`config.mk`:
```
export PLATFORM = sky130hd
export DESIGN_NAME = stack_engine
export DESIGN_NICKNAME = d
export VERILOG_FILES = /design/src/rtl/stk_pkg.sv /design/src/rtl/stk_ram.sv /design/src/rtl/stk_ptr.sv /design/src/rtl/stk_ctrl.sv /design/src/rtl/stack_engine.sv
export SDC_FILE = /design/constraint.sdc
export NUM_CORES = 2
export LEC_CHECK = 0
export ABC_AREA = 0
export BUFFER_PORTS_ARGS = -buffer_cell sky130_fd_sc_hd__buf_2
export CAP_MARGIN = 20
export CORE_UTILIZATION = 45
export DETAILED_ROUTE_END_ITERATION = 10
export GPL_ROUTABILITY_DRIVEN = 0
export SLEW_MARGIN = 40
export SYNTH_ARGS = -nofsm -noshare
export SYNTH_HDL_FRONTEND = slang
export SYNTH_SLANG_ARGS = --single-unit
export TNS_END_PERCENT = 5
```
`constraint.sdc`:
```
create_clock -name clk -period 21.2 [get_ports clk]
set_clock_uncertainty 0.05 [all_clocks]
set_input_delay 4.24 -clock clk [delete_from_list [all_inputs] [get_ports clk]]
set_output_delay 4.24 -clock clk [all_outputs]
set_load 0.01 [all_outputs]
```
`src/rtl/stk_pkg.sv`:
```
package stk_pkg;
  typedef enum logic [2:0] {
    OP_PUSH = 3'd0,
    OP_POP  = 3'd1,
    OP_CALL = 3'd2,
    OP_INTR = 3'd3,
    OP_RET  = 3'd4,
    OP_RETI = 3'd5
  } stk_op_e;

  typedef enum logic [2:0] {
    ST_IDLE,
    ST_WR_LO,
    ST_WR_HI,
    ST_RD_HI,
    ST_RD_LO,
    ST_RD_END
  } stk_st_e;
endpackage

```
`src/rtl/stk_ram.sv`:
```
module stk_ram #(
  parameter int AW = 8,
  parameter int DW = 8
) (
  input  logic          clk,
  input  logic [AW-1:0] addr,
  input  logic          we,
  input  logic [DW-1:0] wdata,
  output logic [DW-1:0] rdata
);
  localparam int DEPTH = 1 << AW;

  logic [DW-1:0] mem [DEPTH];

  always_ff @(posedge clk) begin
    if (we) mem[addr] <= wdata;
    rdata <= mem[addr];
  end
endmodule

```
`src/rtl/stk_ptr.sv`:
```
module stk_ptr #(
  parameter int          AW     = 8,
  parameter logic [AW-1:0] RST_VAL = 8'h07
) (
  input  logic          clk,
  input  logic          rst,
  input  logic          load,
  input  logic [AW-1:0] load_val,
  input  logic          inc,
  input  logic          dec,
  output logic [AW-1:0] sp
);
  localparam logic [AW-1:0] ONE = 1;

  always_ff @(posedge clk) begin
    if (rst)       sp <= RST_VAL;
    else if (load) sp <= load_val;
    else if (inc)  sp <= sp + ONE;
    else if (dec)  sp <= sp - ONE;
  end

  AST_NO_INC_DEC: assert property (@(posedge clk) disable iff (rst)
    !(inc && dec)) else $error("inc and dec together");
endmodule

```
`src/rtl/stk_ctrl.sv`:
```
module stk_ctrl
  import stk_pkg::*;
#(
  parameter int AW = 8,
  parameter int DW = 8
) (
  input  logic            clk,
  input  logic            rst,
  input  logic            cmd_valid,
  input  logic [2:0]      cmd_op,
  input  logic [DW-1:0]   cmd_byte,
  input  logic [2*DW-1:0] cmd_raddr,
  input  logic [AW-1:0]   sp,
  input  logic [DW-1:0]   rdata,
  output logic            busy,
  output logic            inc,
  output logic            dec,
  output logic [AW-1:0]   mem_addr,
  output logic            mem_we,
  output logic [DW-1:0]   mem_wdata,
  output logic            done,
  output logic [DW-1:0]   pop_data,
  output logic [2*DW-1:0] ret_addr,
  output logic            irq_release
);
  localparam logic [AW-1:0] ONE = 1;

  stk_st_e          state;
  stk_op_e          op_q;
  logic [DW-1:0]    byte_q;
  logic [2*DW-1:0]  raddr_q;
  logic [DW-1:0]    hi_q;

  always_comb begin
    busy      = (state != ST_IDLE);
    mem_we    = (state == ST_WR_LO) || (state == ST_WR_HI);
    inc       = mem_we;
    dec       = (state == ST_RD_HI) || (state == ST_RD_LO);
    mem_addr  = mem_we ? sp + ONE : sp;
    if (state == ST_WR_HI)    mem_wdata = raddr_q[2*DW-1:DW];
    else if (op_q == OP_PUSH) mem_wdata = byte_q;
    else                      mem_wdata = raddr_q[DW-1:0];
  end

  always_ff @(posedge clk) begin
    if (rst) begin
      state       <= ST_IDLE;
      op_q        <= OP_PUSH;
      byte_q      <= '0;
      raddr_q     <= '0;
      hi_q        <= '0;
      done        <= 1'b0;
      pop_data    <= '0;
      ret_addr    <= '0;
      irq_release <= 1'b0;
    end else begin
      done        <= 1'b0;
      irq_release <= 1'b0;
      case (state)
        ST_IDLE: if (cmd_valid) begin
          op_q    <= stk_op_e'(cmd_op);
          byte_q  <= cmd_byte;
          raddr_q <= cmd_raddr;
          case (stk_op_e'(cmd_op))
            OP_PUSH, OP_CALL, OP_INTR: state <= ST_WR_LO;
            OP_POP:                    state <= ST_RD_LO;
            OP_RET, OP_RETI:           state <= ST_RD_HI;
            default:                   state <= ST_IDLE;
          endcase
        end
        ST_WR_LO: begin
          if (op_q == OP_PUSH) begin
            done  <= 1'b1;
            state <= ST_IDLE;
          end else begin
            state <= ST_WR_HI;
          end
        end
        ST_WR_HI: begin
          done  <= 1'b1;
          state <= ST_IDLE;
        end
        ST_RD_HI: state <= ST_RD_LO;
        ST_RD_LO: begin
          if (op_q != OP_POP) hi_q <= rdata;
          state <= ST_RD_END;
        end
        ST_RD_END: begin
          done <= 1'b1;
          if (op_q == OP_POP) pop_data <= rdata;
          else begin
            ret_addr    <= {hi_q, rdata};
            irq_release <= (op_q == OP_RETI);
          end
          state <= ST_IDLE;
        end
        default: state <= ST_IDLE;
      endcase
    end
  end

  AST_DONE_PULSE: assert property (@(posedge clk) disable iff (rst)
    done |=> !done) else $error("done longer than one cycle");
  AST_DONE_IDLE: assert property (@(posedge clk) disable iff (rst)
    done |-> !busy) else $error("done while busy");
  AST_REL_WITH_DONE: assert property (@(posedge clk) disable iff (rst)
    irq_release |-> done) else $error("release without done");
  AST_WR_MOVES_SP: assert property (@(posedge clk) disable iff (rst)
    mem_we |=> sp == $past(mem_addr)) else $error("pointer not at written address");
endmodule

```
`src/rtl/stack_engine.sv`:
```
module stack_engine
  import stk_pkg::*;
#(
  parameter int            AW      = 8,
  parameter int            DW      = 8,
  parameter logic [AW-1:0] SP_INIT = 8'h07
) (
  input  logic            clk,
  input  logic            rst,
  input  logic            cmd_valid,
  input  logic [2:0]      cmd_op,
  input  logic [DW-1:0]   cmd_byte,
  input  logic [2*DW-1:0] cmd_raddr,
  input  logic            sp_wr,
  input  logic [AW-1:0]   sp_wdata,
  output logic [AW-1:0]   sp_rdata,
  output logic            sp_wr_refused,
  output logic            busy,
  output logic            done,
  output logic [DW-1:0]   pop_data,
  output logic [2*DW-1:0] ret_addr,
  output logic            irq_release,
  output logic [AW-1:0]   mem_addr,
  output logic [DW-1:0]   mem_wdata,
  output logic            mem_we
);
  localparam logic [AW-1:0] ONE = 1;

  logic          sp_load, sp_inc, sp_dec;
  logic [AW-1:0] sp_q;
  logic [DW-1:0] ram_rdata;

  assign sp_load  = sp_wr && !busy;
  assign sp_rdata = sp_q;

  always_ff @(posedge clk) begin
    if (rst) sp_wr_refused <= 1'b0;
    else     sp_wr_refused <= sp_wr && busy;
  end

  stk_ptr #(.AW(AW), .RST_VAL(SP_INIT)) u_ptr (
    .clk(clk), .rst(rst), .load(sp_load), .load_val(sp_wdata),
    .inc(sp_inc), .dec(sp_dec), .sp(sp_q)
  );

  stk_ctrl #(.AW(AW), .DW(DW)) u_ctrl (
    .clk(clk), .rst(rst), .cmd_valid(cmd_valid), .cmd_op(cmd_op),
    .cmd_byte(cmd_byte), .cmd_raddr(cmd_raddr), .sp(sp_q), .rdata(ram_rdata),
    .busy(busy), .inc(sp_inc), .dec(sp_dec), .mem_addr(mem_addr),
    .mem_we(mem_we), .mem_wdata(mem_wdata), .done(done), .pop_data(pop_data),
    .ret_addr(ret_addr), .irq_release(irq_release)
  );

  stk_ram #(.AW(AW), .DW(DW)) u_ram (
    .clk(clk), .addr(mem_addr), .we(mem_we), .wdata(mem_wdata), .rdata(ram_rdata)
  );

  AST_SP_STEP: assert property (@(posedge clk) disable iff (rst)
    !$past(sp_load) |-> (sp_q == $past(sp_q) || sp_q == $past(sp_q) + ONE ||
                         sp_q == $past(sp_q) - ONE)) else $error("pointer jumped");
  AST_REFUSE_BUSY: assert property (@(posedge clk) disable iff (rst)
    sp_wr_refused |-> $past(busy)) else $error("refusal while idle");
  AST_WE_BUSY: assert property (@(posedge clk) disable iff (rst)
    (mem_we && !$past(busy)) |-> $past(cmd_valid)) else $error("write without request");
endmodule

```
Word-level counts from Yosys, hierarchy flattened --
Memory sizes are Yosys's and may differ from the RTL's. A register that Yosys moved wholly into a read port is not among the register bits. Index checks and enable logic that the tools add are counted.
Storage, ports and cells: register bits after elaboration 73, bits in writable memories 2048, output and inout port bits 53, memories kept 1
Operators by class: $add $sub $neg 2, eq/ne operators 14, multiplexer cells 14, bitwise logic cells 2, reductions and logical operators 18
Memory list:
- u_ram.mem | words 256, bits a word 8, rd ports 1, clocked after Yosys merged registers in 1, write ports 1, line stk_ram.sv:13 | logic [DW-1:0] mem [DEPTH];
Operators by type and width (number):
- $mux 8 | 6
- $eq 3x3->1 const B | 5
- $eq 3x2->1 const B | 4
- $pmux 3 s4 | 1
- $eq 3x1->1 const B | 3
- $logic_not 3->1 | 3
- $pmux 3 s3 | 1
- $add 8x1->8 const B | 1
- $reduce_and 2->1 | 4
- $sub 8x1->8 const B | 1
- $reduce_bool 3->1 | 2
- $reduce_or 3->1 | 2
- $reduce_or 2->1 | 2
- $mux 1 | 3
- $mux 3 | 1
- $ne 3x1->1 const B | 1
- $logic_and 1x1->1 | 2
- $logic_or 1x1->1 | 2
- $mux 2 | 1
- $ne 2x2->1 const B | 1
- $not 1->1 | 2
- $pmux 1 s2 | 1
- $logic_not 1->1 | 1

Depth between registers and ports, before layout --
word-level depth 5, depth in mapped cells 18, mapped depth without buffers 12

Modules after synthesis --
Synthesis repeated with hierarchy kept, for this count alone.
Second synthesis, totals: cells, all modules 3977, area, all modules 82023.7 um2
By module, submodules not included:
- stk_ram | instances 1, cells an instance 3547, area each 78492.8 um2, seq. area each 61659.1 um2
- stk_ctrl | instances 1, cells an instance 347, area each 2822.7 um2, seq. area each 1281.2 um2
- stk_ptr | instances 1, cells an instance 80, area each 669.4 um2, seq. area each 160.2 um2
- stack_engine | instances 1, cells an instance 3, area each 38.8 um2, seq. area each 20.0 um2

Worst setup path before layout --
OpenSTA, ideal clock, no wires.
path type register to output, start point reg u_ctrl.state[2], end point out mem_wdata[5], arrival 11.458 ns, required time 16.910 ns, path slack 5.452 ns, stages on the path, launching flop included 6, path buffers 3, cell sequence dfxtp_1 -> clkbuf_1 -> clkbuf_1 -> nor3b_1 -> clkbuf_1 -> o21ai_0
On the way: cells in the longest elaborated chain, start to end 2
RTL lines:
- start, declared | line stk_ctrl.sv:28 | stk_st_e state;
- start signal, assigned | line stk_ctrl.sv:47 | state <= ST_IDLE;
- start signal, assigned | line stk_ctrl.sv:65 | OP_PUSH, OP_CALL, OP_INTR: state <= ST_WR_LO;
- start signal, assigned | line stk_ctrl.sv:66 | OP_POP: state <= ST_RD_LO;
- $eq 3x2->1 | line stk_ctrl.sv:40 | if (state == ST_WR_HI) mem_wdata = raddr_q[2*DW-1:DW];
- $mux 8 | line stk_ctrl.sv:40
- end, declared | line stack_engine.sv:24 | output logic [DW-1:0] mem_wdata,
Every way passes these cells.

Worst setup path after layout --
start point reg u_ctrl.state[0], end point out mem_addr[5]
On the way: cells in the longest elaborated chain, start to end 3, elaborated cells on any way between the ends 4, those cells by class 2 x eq/ne; 1 x mux; 1 x reduce/logical
RTL lines:
- $eq 3x1->1 / $eq 3x2->1 (equally long branches) | line stk_ctrl.sv:36 | mem_we = (state == ST_WR_LO) || (state == ST_WR_HI);
- $logic_or 1x1->1 (*) | line stk_ctrl.sv:36
- $mux 8 (*) | line stk_ctrl.sv:39 | mem_addr = mem_we ? sp + ONE : sp;
- end, declared | line stack_engine.sv:23 | output logic [AW-1:0] mem_addr,
Every way passes the cells marked *; elsewhere a longest branch is shown, timed or not.

==> flow_metrics.tcl <==
set metrics [dict create \
    antenna_found_initial 6 \
    grt_pass1_wl_um 318300 \
    reg2reg_from "u_ptr.sp[2]" \
    synth.area.top_cells "edfxtp_1 74%, nand2_1 4.9%, mux2i_1 3.5%, mux4_2 3.5%, nand3_1 2.4%" \
    synth_top_area_share_pct 73.70 \
    cts_tree "yes" \
    min_period_ps 8149 \
    vdd_drop_max_v 0.00007011 \
    drive_gt1_share_pct 12.81 \
    yosysTopAreaCell "edfxtp_1" \
    drc 0 \
    p_total_mw 9.680 \
    finalHoldViolCount 0 \
    post_cts_buffers 0 \
    use_met1_pct 33.81 \
    final_nets 5605 \
    final_max_slew_viol_count 0 \
    synth-xor-area-share_pct 0.1050 \
    grtUsageMet3_pct 4.249 \
    grt_max_degree 185 \
    clock_latency_ps 830 \
    clock_path_buffers 3 \
    mappedNetlistNets 5550 \
    grt_use_total_pct 23.31 \
    routed_wl_um 220800 \
    clockPowerShare_pct 37.1 \
    ys_warn_count 0 \
    synth_top_family_by_area "simple AND/OR/NAND/NOR gates" \
    clockRootBuffer "clkbuf_16" \
    power-per-cell-area_nw_per_um2 103.6 \
    arrival_ps 3860 \
    r2r-end "u_ram.rdata[6]" \
    pin_count 92 \
    clkTransAtPathRegs_ps 60 \
    p_leak_nw 30.82 \
    busiest_layer "met2" \
    core_area_um2 183700 \
    viasPerCell 5.872 \
    die_h_um 432.6 \
    muxShareOfSynthArea_pct 6.958 \
    timing.critical_path.fanout_max 15 \
    synth.avg_cell_area_um2 15.15 \
    worstPathRequired_ps 16910 \
    die_x_um 432.6 \
    syn_inst 5507 \
    grt_pass1_vias 46040 \
    via_count 48160 \
    worst_hold_path.endpoint "u_ctrl.raddr_q[8]" \
    post-route-period-util_pct 38.44 \
    p_seq_share_pct 49.0 \
    hpwl_um 128700 \
    status "complete, no violations" \
    reg2reg_depth 14 \
    port_buffers 91 \
    clock_sinks 2129 \
    hold_ws_ps 408.3 \
    syn_to_final_growth_pct 11.97 \
    fmax_mhz 122.7 \
    p_int_mw 7.118 \
    slew_headroom_pct 40.26 \
    synth_edf_count 2048 \
    p_switching_mw 2.561 \
    fp.dieArea_um2 187100 \
    cts_buffers 209 \
    maxCapViolCount 0 \
    rrSetupSlack_ps 15180 \
    ys.flop_type "edfxtp_1" \
    setup_viol 0 \
    grtUsageMet2_pct 35.81 \
    yosys.area_share.simple_pct 10.23 \
    pwr-share-comb_pct 13.9 \
    ys_seq_elements 2129 \
    switching_share_pct 26.46 \
    rsz0062_at_grt "no" \
    worst_pin_slew_ps 896.1 \
    route.antenna.remaining_nets 0 \
    synth_most_common_cell "edfxtp_1" \
    ctsResizeCount 0 \
    rows 157 \
    synth_adder_area_share_pct 0.05998 \
    crit_type "flop to output port" \
    grt-ovfl-total 0 \
    initial_utilization_pct 45.43 \
    wl_per_cell_um 26.92 \
    hp-class "flop to flop" \
    netlist_top_cells_count "2048 x edfxtp_1, 1099 x nand2_1, 406 x nand3_1, 328 x nor2_1, 292 x mux2i_1" \
    postCtsHoldBufs 0 \
    synth-compound-area-share_pct 4.714 \
    critPathCaptureType "output port" \
    netlist_area_um2 83440 \
    hold_start "u_ctrl.raddr_q[8]" \
    setup_tns_ps 0 \
    cts.htree.levels 4 \
    ys_types 62 \
    drtIter0Drc 5548 \
    critPathLaunchType "flop" \
    synthArstFlopShare_pct 0 \
    whs_path_depth 2 \
    drtPass1Iterations 7 \
    synth_sequential_area_ratio_pct 75.65 \
]
## cell type report
class	count	area [µm²]
fillers	15160	90240
inverters	16	83.83
flip-flops and latches	2129	63120
repair buffers	203	1642
diodes	5	12.51
well taps	2464	3083
clock inverters	120	1069
multi-input cells	3003	18950
clock buffers	261	5468
## sequential cells by signal, indices dropped and copies added, names as in the netlist
signal / flops
u_ctrl.raddr_q: 16
u_ctrl.ret_addr: 16
u_ptr.sp: 8
u_ctrl.op_q: 3
u_ctrl.done: 1
u_ctrl.hi_q: 8
u_ctrl.byte_q: 8
sp_wr_refused: 1
u_ram.rdata: 8
u_ctrl.irq_release: 1
u_ctrl.pop_data: 8
u_ram.mem: 2048
u_ctrl.state: 3
## cells in the final DEF, fill, tap and decap left out, drive strengths merged, types with 59 or more instances in the layout
| cell | count |
|---|---|
| edfxtp | 2048 |
| o21ai | 59 |
| a21oi | 117 |
| buf | 202 |
| nand2 | 1099 |
| nand4 | 97 |
| a32oi | 140 |
| clkinv | 93 |
| dfxtp | 81 |
| clkbuf | 262 |
| a31oi | 81 |
| mux2i | 292 |
| nor2 | 329 |
| a22oi | 65 |
| mux4 | 128 |
| nand3 | 406 |
## power groups by stage
stage / clock network, mW / registers [mW] / logic, mW
final: 3.59 / 4.74 / 1.34
after CTS: 3.64 / 4.74 / 1.33
after floorplan: 0 / 4.91 / 0.865
after global routing: 3.79 / 4.74 / 1.43
after detailed placement: 0 / 4.83 / 1.33
after global placement: 0 / 4.83 / 1.30
## per-stage QoR
| step | instances | cell area (µm²) | utilization [%] | worst slack (ps) |
|---|---|---|---|---|
| global route | 8197 | 93420 | 50.86 | 12850 |
| detailed placement | 7809 | 86600 | 47.15 | 13970 |
| floorplan | 5507 | 83440 | - | 5452 |
| global placement | 7804 | 86350 | 47.01 | 13760 |
| finish | 8201 | 93430 | 50.87 | 13050 |
| CTS | 8190 | 93140 | 50.71 | 13060 |
## how the worst max path moves through the flow
stage / start / to
2_1_floorplan: u_ctrl.state[2] / mem_wdata[5]
3_3_place_gp: u_ptr.sp[2] / mem_addr[3]
3_5_place_dp: u_ctrl.state[0] / mem_addr[5]
4_1_cts: u_ctrl.state[0] / mem_addr[5]
5_1_grt: u_ptr.sp[2] / mem_addr[3]
6_report: u_ctrl.state[0] / mem_addr[5]
## per-layer routing
layer	vias to the layer above	share of wire [%]
met4	2	2.8
met3	348	8.2
met1	24620	43
li1	21180	-
met2	2017	46
met5	-	0.0059
## worst max-delay path, stage by stage, from the launching register on
cell and delay (ps):
dfxtp_1 580, xor2_1 560, nand4_1 560, xor2_4 710, inv_1 340, buf_2 260
## kinds of logic (layout without fill, tap and decap cells)
logic type | Yosys count | count (layout)
DFF | 2129 | 2129
and+or+nand+nor | 2012 | 2012
AOI/OAI and AO/OA | 557 | 557
muxes | 420 | 420
buffers and inverters | 375 | 600
xor gates and xnor gates | 10 | 10
adders and majority gates | 4 | 4
other | 0 | 5
No activity file was read; power rests on OpenSTA's default activity.
